$ cat config.mk
export PLATFORM = sky130hd
export DESIGN_NAME = intc_gate_top
export DESIGN_NICKNAME = d
export VERILOG_FILES = /design/src/rtl/intc_gate_pkg.sv /design/src/rtl/intc_gate_decode.sv /design/src/rtl/intc_gate_irqstate.sv /design/src/rtl/intc_gate_prio.sv /design/src/rtl/intc_gate_exec.sv /design/src/rtl/intc_gate_top.sv
export SDC_FILE = /design/constraint.sdc
export NUM_CORES = 1
export LEC_CHECK = 0
export CORE_ASPECT_RATIO = 1.75
export CORE_MARGIN = 2
export CORE_UTILIZATION = 55
export CTS_CLUSTER_SIZE = 40
export DETAILED_ROUTE_END_ITERATION = 6
export PLACE_DENSITY_LB_ADDON = 0.1
export SYNTH_ARGS = -nofsm -noshare
export SYNTH_HDL_FRONTEND = slang
export SYNTH_SLANG_ARGS = --single-unit
$ cat constraint.sdc
create_clock -name clk -period 60.7 [get_ports clk]
set_clock_uncertainty 0.1 [all_clocks]
set_input_delay 9.105 -clock clk [delete_from_list [all_inputs] [get_ports clk]]
set_output_delay 9.105 -clock clk [all_outputs]
set_load 0.005 [all_outputs]
$ cat src/rtl/intc_gate_pkg.sv
// Package: shared region codes and offsets for the interrupt register gate.
// Assumes a 4 KB window decoded from address bits 11:0.
package intc_gate_pkg;

    typedef enum logic [3:0] {
        RG_NONE,
        RG_SETEN,
        RG_CLREN,
        RG_SETPD,
        RG_CLRPD,
        RG_ACT,
        RG_PRIO,
        RG_CFG,
        RG_TRIG
    } region_t;

    localparam logic [11:0] OFF_PRIO_LO = 12'h400;
    localparam logic [11:0] OFF_PRIO_HI = 12'h5EF;
    localparam logic [9:0]  WRD_CFG     = 10'h345;  // 0xD14 >> 2
    localparam logic [9:0]  WRD_TRIG    = 10'h3C0;  // 0xF00 >> 2

endpackage

$ cat src/rtl/intc_gate_decode.sv
// Module: address decoder and privilege gate.
// Maps the 12-bit offset to a region and its word index, and decides
// whether the access may proceed given the privilege flag and permit bit.
// Purely combinational; assumes word-aligned offsets for word regions.
module intc_gate_decode
    import intc_gate_pkg::*;
(
    input  logic [11:0] off,
    input  logic        user,
    input  logic        usr_permit,
    output region_t     region,
    output logic [3:0]  bank_word,
    output logic [6:0]  prio_word,
    output logic        allowed
);
    logic [11:0] prio_rel;

    // Region selection from the offset.
    always_comb begin
        region = RG_NONE;
        unique casez (off[11:6])
            6'b0001_00: region = RG_SETEN;
            6'b0001_10: region = RG_CLREN;
            6'b0010_00: region = RG_SETPD;
            6'b0010_10: region = RG_CLRPD;
            6'b0011_00: region = RG_ACT;
            default:    region = RG_NONE;
        endcase
        if (off >= OFF_PRIO_LO && off <= OFF_PRIO_HI) region = RG_PRIO;
        if (off[11:2] == WRD_CFG)  region = RG_CFG;
        if (off[11:2] == WRD_TRIG) region = RG_TRIG;
    end

    // Word indices inside the banked and priority regions.
    always_comb begin
        prio_rel  = off - OFF_PRIO_LO;
        bank_word = off[5:2];
        prio_word = prio_rel[8:2];
    end

    // Privilege gate: user reaches only the trigger word, and only when permitted.
    always_comb begin
        allowed = !user || ((region == RG_TRIG) && usr_permit);
    end

    logic unused_prio;
    assign unused_prio = ^{prio_rel[11:9], prio_rel[1:0]};

endmodule

$ cat src/rtl/intc_gate_irqstate.sv
// Module: enable and pending bit storage for NUM_EXT interrupts.
// Handles set/clear banks and the software trigger; produces 32-bit
// read words for enable, pending and the external active vector.
// Assumes at most one write strobe input is high per cycle.
module intc_gate_irqstate #(
    parameter int NUM_EXT = 32
) (
    input  logic               clk,
    input  logic               rst_n,
    input  logic               seten_we,
    input  logic               clren_we,
    input  logic               setpd_we,
    input  logic               clrpd_we,
    input  logic               trig_we,
    input  logic [8:0]         trig_idx,
    input  logic [3:0]         bank_word,
    input  logic [31:0]        wdata,
    input  logic [NUM_EXT-1:0] act_i,
    output logic [NUM_EXT-1:0] en_q,
    output logic [NUM_EXT-1:0] pd_q,
    output logic [31:0]        rd_en,
    output logic [31:0]        rd_pd,
    output logic [31:0]        rd_act
);
    // Enable and pending update, one request per cycle.
    always_ff @(posedge clk) begin
        if (!rst_n) begin
            en_q <= '0;
            pd_q <= '0;
        end else begin
            for (int i = 0; i < NUM_EXT; i++) begin
                if (int'(bank_word) == i / 32) begin
                    if (seten_we && wdata[i % 32]) en_q[i] <= 1'b1;
                    if (clren_we && wdata[i % 32]) en_q[i] <= 1'b0;
                    if (setpd_we && wdata[i % 32]) pd_q[i] <= 1'b1;
                    if (clrpd_we && wdata[i % 32]) pd_q[i] <= 1'b0;
                end
                if (trig_we && int'(trig_idx) == i) pd_q[i] <= 1'b1;
            end
        end
    end

    // Read words for the addressed bank.
    always_comb begin
        rd_en  = '0;
        rd_pd  = '0;
        rd_act = '0;
        for (int i = 0; i < NUM_EXT; i++) begin
            if (int'(bank_word) == i / 32) begin
                rd_en[i % 32]  = en_q[i];
                rd_pd[i % 32]  = pd_q[i];
                rd_act[i % 32] = act_i[i];
            end
        end
    end

    // Out-of-range trigger leaves pending untouched.
    assert_trig_range_R3: assert property (@(posedge clk) disable iff (!rst_n)
        (trig_we && int'(trig_idx) >= NUM_EXT && !setpd_we && !clrpd_we) |=> $stable(pd_q));

    // Clear bank bit 0 of word 0 drops interrupt 0 enable.
    assert_clr_en_R4: assert property (@(posedge clk) disable iff (!rst_n)
        (clren_we && !seten_we && bank_word == 4'd0 && wdata[0]) |=> !en_q[0]);

endmodule

$ cat src/rtl/intc_gate_prio.sv
// Module: priority byte storage and active-priority finder.
// Keeps PRIO_BITS per interrupt (the top bits of each byte), serves the
// addressed priority word, and finds the smallest priority among active
// interrupts (256 when none). Assumes 1 <= PRIO_BITS <= 8.
module intc_gate_prio #(
    parameter int NUM_EXT   = 32,
    parameter int PRIO_BITS = 3
) (
    input  logic               clk,
    input  logic               rst_n,
    input  logic               we,
    input  logic [6:0]         prio_word,
    input  logic [3:0]         strb,
    input  logic [31:0]        wdata,
    input  logic [NUM_EXT-1:0] act_i,
    output logic [31:0]        rd_prio,
    output logic [8:0]         act_min
);
    localparam int SHIFT = 8 - PRIO_BITS;

    logic [PRIO_BITS-1:0] prio_q [NUM_EXT];

    // Byte-lane priority writes.
    always_ff @(posedge clk) begin
        if (!rst_n) begin
            for (int i = 0; i < NUM_EXT; i++) prio_q[i] <= '0;
        end else if (we) begin
            for (int i = 0; i < NUM_EXT; i++) begin
                if (int'(prio_word) == i / 4 && strb[i % 4])
                    prio_q[i] <= wdata[(i % 4) * 8 + 7 -: PRIO_BITS];
            end
        end
    end

    // Addressed priority word with low bits zero.
    always_comb begin
        rd_prio = '0;
        for (int i = 0; i < NUM_EXT; i++) begin
            if (int'(prio_word) == i / 4)
                rd_prio[(i % 4) * 8 +: 8] = 8'(prio_q[i]) << SHIFT;
        end
    end

    // Smallest priority among active interrupts.
    always_comb begin
        act_min = 9'd256;
        for (int i = 0; i < NUM_EXT; i++) begin
            if (act_i[i] && ({1'b0, 8'(prio_q[i]) << SHIFT} < act_min))
                act_min = {1'b0, 8'(prio_q[i]) << SHIFT};
        end
    end

endmodule

$ cat src/rtl/intc_gate_exec.sv
// Module: execution priority selection.
// Fault mask beats priority mask, which beats a nonzero base priority,
// which beats the active-interrupt minimum. Output is signed 10-bit.
module intc_gate_exec #(
    parameter int PRIO_BITS = 3
) (
    input  logic              faultmask_i,
    input  logic              primask_i,
    input  logic [7:0]        basepri_i,
    input  logic [8:0]        act_min,
    output logic signed [9:0] exec_prio
);
    localparam logic [7:0] PMASK = 8'(8'hFF << (8 - PRIO_BITS));

    // Priority ladder of the mask sources.
    always_comb begin
        if (faultmask_i)            exec_prio = -10'sd1;
        else if (primask_i)         exec_prio = 10'sd0;
        else if (basepri_i != 8'd0) exec_prio = $signed({2'b00, basepri_i & PMASK});
        else                        exec_prio = $signed({1'b0, act_min});
    end

endmodule

$ cat src/rtl/intc_gate_top.sv
// Module: interrupt controller register access gate, top level.
// Accepts one request per cycle (ready always high), applies the privilege
// gate, updates state at the clock edge and returns a registered response
// one cycle later. Full-word writes are required outside the priority range.
module intc_gate_top
    import intc_gate_pkg::*;
#(
    parameter int NUM_EXT   = 32,
    parameter int PRIO_BITS = 3
) (
    input  logic               clk,
    input  logic               rst_n,
    input  logic               req_valid,
    output logic               req_ready,
    input  logic               req_write,
    input  logic               req_user,
    input  logic [31:0]        req_addr,
    input  logic [31:0]        req_wdata,
    input  logic [3:0]         req_strb,
    output logic               rsp_valid,
    output logic [31:0]        rsp_rdata,
    output logic               rsp_err,
    input  logic [NUM_EXT-1:0] act_i,
    input  logic               faultmask_i,
    input  logic               primask_i,
    input  logic [7:0]         basepri_i,
    output logic [NUM_EXT-1:0] en_o,
    output logic [NUM_EXT-1:0] pend_o,
    output logic signed [9:0]  exec_prio
);
    localparam logic [7:0]  LOWB  = 8'(~(8'hFF << (8 - PRIO_BITS)));
    localparam logic [31:0] LOW32 = {4{LOWB}};

    region_t     region;
    logic [3:0]  bank_word;
    logic [6:0]  prio_word;
    logic        allowed;
    logic        usr_permit_q;
    logic        acc, wr, word_wr;
    logic [31:0] rd_en, rd_pd, rd_act, rd_prio, rd_mux;
    logic [8:0]  act_min;

    assign req_ready = 1'b1;

    intc_gate_decode u_dec (
        .off        (req_addr[11:0]),
        .user       (req_user),
        .usr_permit (usr_permit_q),
        .region     (region),
        .bank_word  (bank_word),
        .prio_word  (prio_word),
        .allowed    (allowed)
    );

    // Qualified write strobes.
    always_comb begin
        acc     = req_valid && allowed;
        wr      = acc && req_write;
        word_wr = wr && (req_strb == 4'hF);
    end

    intc_gate_irqstate #(.NUM_EXT(NUM_EXT)) u_state (
        .clk       (clk),
        .rst_n     (rst_n),
        .seten_we  (word_wr && region == RG_SETEN),
        .clren_we  (word_wr && region == RG_CLREN),
        .setpd_we  (word_wr && region == RG_SETPD),
        .clrpd_we  (word_wr && region == RG_CLRPD),
        .trig_we   (word_wr && region == RG_TRIG),
        .trig_idx  (req_wdata[8:0]),
        .bank_word (bank_word),
        .wdata     (req_wdata),
        .act_i     (act_i),
        .en_q      (en_o),
        .pd_q      (pend_o),
        .rd_en     (rd_en),
        .rd_pd     (rd_pd),
        .rd_act    (rd_act)
    );

    intc_gate_prio #(.NUM_EXT(NUM_EXT), .PRIO_BITS(PRIO_BITS)) u_prio (
        .clk       (clk),
        .rst_n     (rst_n),
        .we        (wr && region == RG_PRIO),
        .prio_word (prio_word),
        .strb      (req_strb),
        .wdata     (req_wdata),
        .act_i     (act_i),
        .rd_prio   (rd_prio),
        .act_min   (act_min)
    );

    intc_gate_exec #(.PRIO_BITS(PRIO_BITS)) u_exec (
        .faultmask_i (faultmask_i),
        .primask_i   (primask_i),
        .basepri_i   (basepri_i),
        .act_min     (act_min),
        .exec_prio   (exec_prio)
    );

    // Configuration word: user trigger permit bit.
    always_ff @(posedge clk) begin
        if (!rst_n)                        usr_permit_q <= 1'b0;
        else if (word_wr && region == RG_CFG) usr_permit_q <= req_wdata[1];
    end

    // Read data selection by region.
    always_comb begin
        unique case (region)
            RG_SETEN, RG_CLREN: rd_mux = rd_en;
            RG_SETPD, RG_CLRPD: rd_mux = rd_pd;
            RG_ACT:             rd_mux = rd_act;
            RG_PRIO:            rd_mux = rd_prio;
            RG_CFG:             rd_mux = {30'd0, usr_permit_q, 1'b0};
            default:            rd_mux = '0;
        endcase
    end

    // Registered one-cycle response.
    always_ff @(posedge clk) begin
        if (!rst_n) begin
            rsp_valid <= 1'b0;
            rsp_err   <= 1'b0;
            rsp_rdata <= '0;
        end else begin
            rsp_valid <= req_valid;
            rsp_err   <= req_valid && !allowed;
            rsp_rdata <= (acc && !req_write) ? rd_mux : '0;
        end
    end

    logic unused_addr;
    assign unused_addr = ^req_addr[31:12];

    assert_user_err_R1: assert property (@(posedge clk) disable iff (!rst_n)
        (req_valid && req_user && req_addr[11:2] != WRD_TRIG) |=> (rsp_err && rsp_rdata == 32'd0));

    assert_user_noeff_R1: assert property (@(posedge clk) disable iff (!rst_n)
        (req_valid && req_user && req_addr[11:2] != WRD_TRIG) |=> ($stable(en_o) && $stable(pend_o)));

    assert_ign_nonword_R9: assert property (@(posedge clk) disable iff (!rst_n)
        (req_valid && req_write && !req_user && req_strb != 4'hF && req_addr[11:6] == 6'h04)
        |=> ($stable(en_o) && !rsp_err));

    assert_prio_low_R7: assert property (@(posedge clk) disable iff (!rst_n)
        (req_valid && !req_write && !req_user && req_addr[11:0] >= OFF_PRIO_LO && req_addr[11:0] <= OFF_PRIO_HI)
        |=> ((rsp_rdata & LOW32) == 32'd0));

    assert_rsp_next_R10: assert property (@(posedge clk) disable iff (!rst_n)
        req_valid |=> rsp_valid);

    assert_exec_range_R8: assert property (@(posedge clk) disable iff (!rst_n)
        (exec_prio >= -10'sd1) && (exec_prio <= 10'sd256));

endmodule

==> results_dict.tcl <==
set metrics [dict create \
    status "completed" \
    ys_top_cells_by_area "edfxtp_1 (21%), dfxtp_1 (15%), nand2_1 (6.2%), nor2_1 (5.2%), o21ai_0 (3.7%)" \
    crit_slowest_cell "clkdlybuf4s50_1" \
    finalSetupViolations 0 \
    preCtsSetupSlack_ns 2.58 \
    vdd_ir_drop_max_v 0.0000462 \
    drc 0 \
    worstMarginPinSlew_ns 1.08 \
    drt_iter0_drc 1253 \
    grtUsageTotal 0.365 \
    ant_nets 0 \
    grt_max_degree 111 \
    first_global_vias 13800 \
    synth_cells 1649 \
    final-max-slew-violation-count 0 \
    yosysWarnings 0 \
    clk-insertion-delay-late_ns 0.46 \
    criticalPathCategory "input port to output port" \
    cp_data_arrival_time_ns 48.24 \
    grt_pass1_wl_um 72800 \
    fin_area_mm2 0.0164 \
    htreeDepth 4 \
    coreArea_mm2 0.0244 \
    start_util 0.556 \
    gr-total-overflow 0 \
    synth_most_common_cell "nand2_1" \
    root_buffer "clkbuf_16" \
    synth_top_area_cell "edfxtp_1" \
    syn-cell-area_mm2 0.0136 \
    area_growth_pct 20.8 \
    cts_hold_buf 0 \
    rsz0062_at_grt "false" \
    hold_class "flip-flop to flip-flop" \
    antenna_found_initial 2 \
    viasPerCell 6.64 \
    end_kind "output port" \
    yosysSeqAreaShare 0.358 \
    synth_cell_types 107 \
    drive_gt1_frac 0.0784 \
    numPortBuffers 200 \
    fin_crit_ns 57.45 \
    clock_path_buffers 2 \
    fin_nets 1952 \
    dr_total_vias 14100 \
    synth_fp_nets 1803 \
    crit_fanout 15 \
    max_stage_delay_ns 0.55 \
    power_leakage_nw 6.02 \
    async_reset_ff_frac 0 \
    tritoncts "yes" \
    synth.avg_cell_area_um2 8.24 \
    hold_viol_final 0 \
    drv_cap 0 \
    fin_util 0.672 \
    hpwl_um 36400 \
    synth_enable_flop_cells 96 \
    drt_wl_total_um 47600 \
    power_density_mw_per_mm2 55.9 \
    fin_crit_sh 0.946 \
    gp_congestion 0.951 \
    required_ns 51.49 \
    worst_path_most_repeated_cell "ha_1" \
    fmax_ghz 0.0174 \
    cts_buffers 17 \
    io_pins 224 \
    fillers 2049 \
    synth_common_cells "nand2_1 (224), nor2_1 (189), o21ai_0 (100), dfxtp_1 (99), edfxtp_1 (96)" \
    fp.dieH_um 212 \
    synth-main-ff-cell "dfxtp_1" \
    fin_tns_setup_ns 0 \
    wl_per_cell_um 22.4 \
    relSlewSlack 0.278 \
    ys_ff_latch 195 \
    placed_area_mm2 0.0157 \
    p_total_mw 0.918 \
    cts.sinks 195 \
    diodes 0 \
    drtPass1Iterations 6 \
    fin_ws_ns 3.25 \
    fp-row-count 76 \
    crit_path_start_kind "input port" \
    dieArea_mm2 0.0260 \
    die-width_um 123 \
    synth_top_area_frac 0.212 \
    clkTransAtPathRegs_ns 0.07 \
]
cells in the final DEF, fill, tap and decap left out, types with 7 or more instances in the layout:
cell type,instances
a211o_1,8
a22oi_1,26
a21oi_1,48
nor3_1,16
buf_4,15
a31oi_1,73
o21ai_0,99
clkbuf_16,17
or3_1,34
edfxtp_1,96
a222oi_1,32
a31o_2,7
and3_1,22
inv_1,73
nand3_1,32
nand2_1,224
o211ai_1,8
ha_1,38
clkdlybuf4s50_1,198
mux2_2,13
nand2b_1,19
nor2b_1,13
or2_2,17
mux2i_1,25
nor2_1,188
a21o_1,13
o21a_1,20
nand4_1,8
o22ai_1,53
a221oi_1,14
o2111ai_1,9
dfxtp_1,99
and2_1,52
o21ai_1,16
a211oi_1,18
layer usage:
metal / global-route usage / routed length (um) / up-vias / share of wire
li1: - / - / 6535 / -
met2: 0.631 / 23600 / 733 / 0.50
met5: 0 / 0 / - / 0
met3: 0.0886 / 4670 / 145 / 0.098
met1: 0.402 / 16600 / 6683 / 0.35
met4: 0.203 / 2600 / 0 / 0.055
path summary, 6_finish.rpt:
check             slack, ns                            end                           from  cells after the start
setup / recovery       3.25                   exec_prio[7]                       act_i[0]                    214
hold / removal         0.40  u_state.en_q[22]$_SDFFE_PN0P_  u_state.en_q[22]$_SDFFE_PN0P_                      2
setup reg to reg      57.93   u_state.pd_q[8]$_SDFFE_PN0P_      usr_permit_q$_SDFFE_PN0P_                     10
hold reg to reg        0.40  u_state.en_q[22]$_SDFFE_PN0P_  u_state.en_q[22]$_SDFFE_PN0P_                      2
worst max-delay path, delay by kind of cell:
kind	cells	cell delay (ns)
compound gates	88	16.66
simple gates	60	8.27
fa+ha+maj	29	7.32
mux	16	4.79
buf+inv	21	2.07
flip-flops by register name, indices dropped and copies added, names as in the netlist:
signal         cells
u_prio.prio_q     96
rsp_rdata         32
u_state.en_q      32
u_state.pd_q      32
rsp_err            1
rsp_valid          1
usr_permit_q       1
cell type report:
class	count	area, um^2	area share
well taps	312	390	0.0238
clock buffers	17	425	0.0259
inverters	74	278	0.0169
repair buffers	215	2100	0.128
clock inverters	15	179	0.0109
flip-flops and latches	195	4860	0.296
multi-input cells	1295	8170	0.498
logic make-up (layout without fill, tap and decap cells):
| logic type | count (synthesis) | after routing | synth area share |
|---|---|---|---|
| compound gates | 545 | 545 | 0.290 |
| fa+ha+maj | 43 | 43 | 0.0389 |
| buf+inv | 159 | 321 | 0.0472 |
| flops | 195 | 195 | 0.358 |
| mux | 44 | 44 | 0.0358 |
| other cells | 1 | 1 | 0.000276 |
| simple gates | 662 | 662 | 0.230 |
report_power, final:
group          switching (mW)  total, mW  internal [mW]
clock network          0.0576      0.117         0.0595
logic                   0.370      0.651          0.281
registers             0.00721      0.150          0.142
total                   0.435      0.918          0.483
through the flow:
step | hold slack [ns] | instances
final | 0.404 | 2123
after global routing | 0.438 | 2123
after CTS | 0.403 | 2122
after global placement | 0.370 | 2090
after floorplan | 0.368 | 1649
after detailed placement | 0.383 | 2090
timing repair:
action / CTS / global route
gates resized for setup: 0 / 14
setup buffers: 0 / 1
setup endpoints to repair: 0 / 3
No activity file was read; power rests on OpenSTA's default activity.
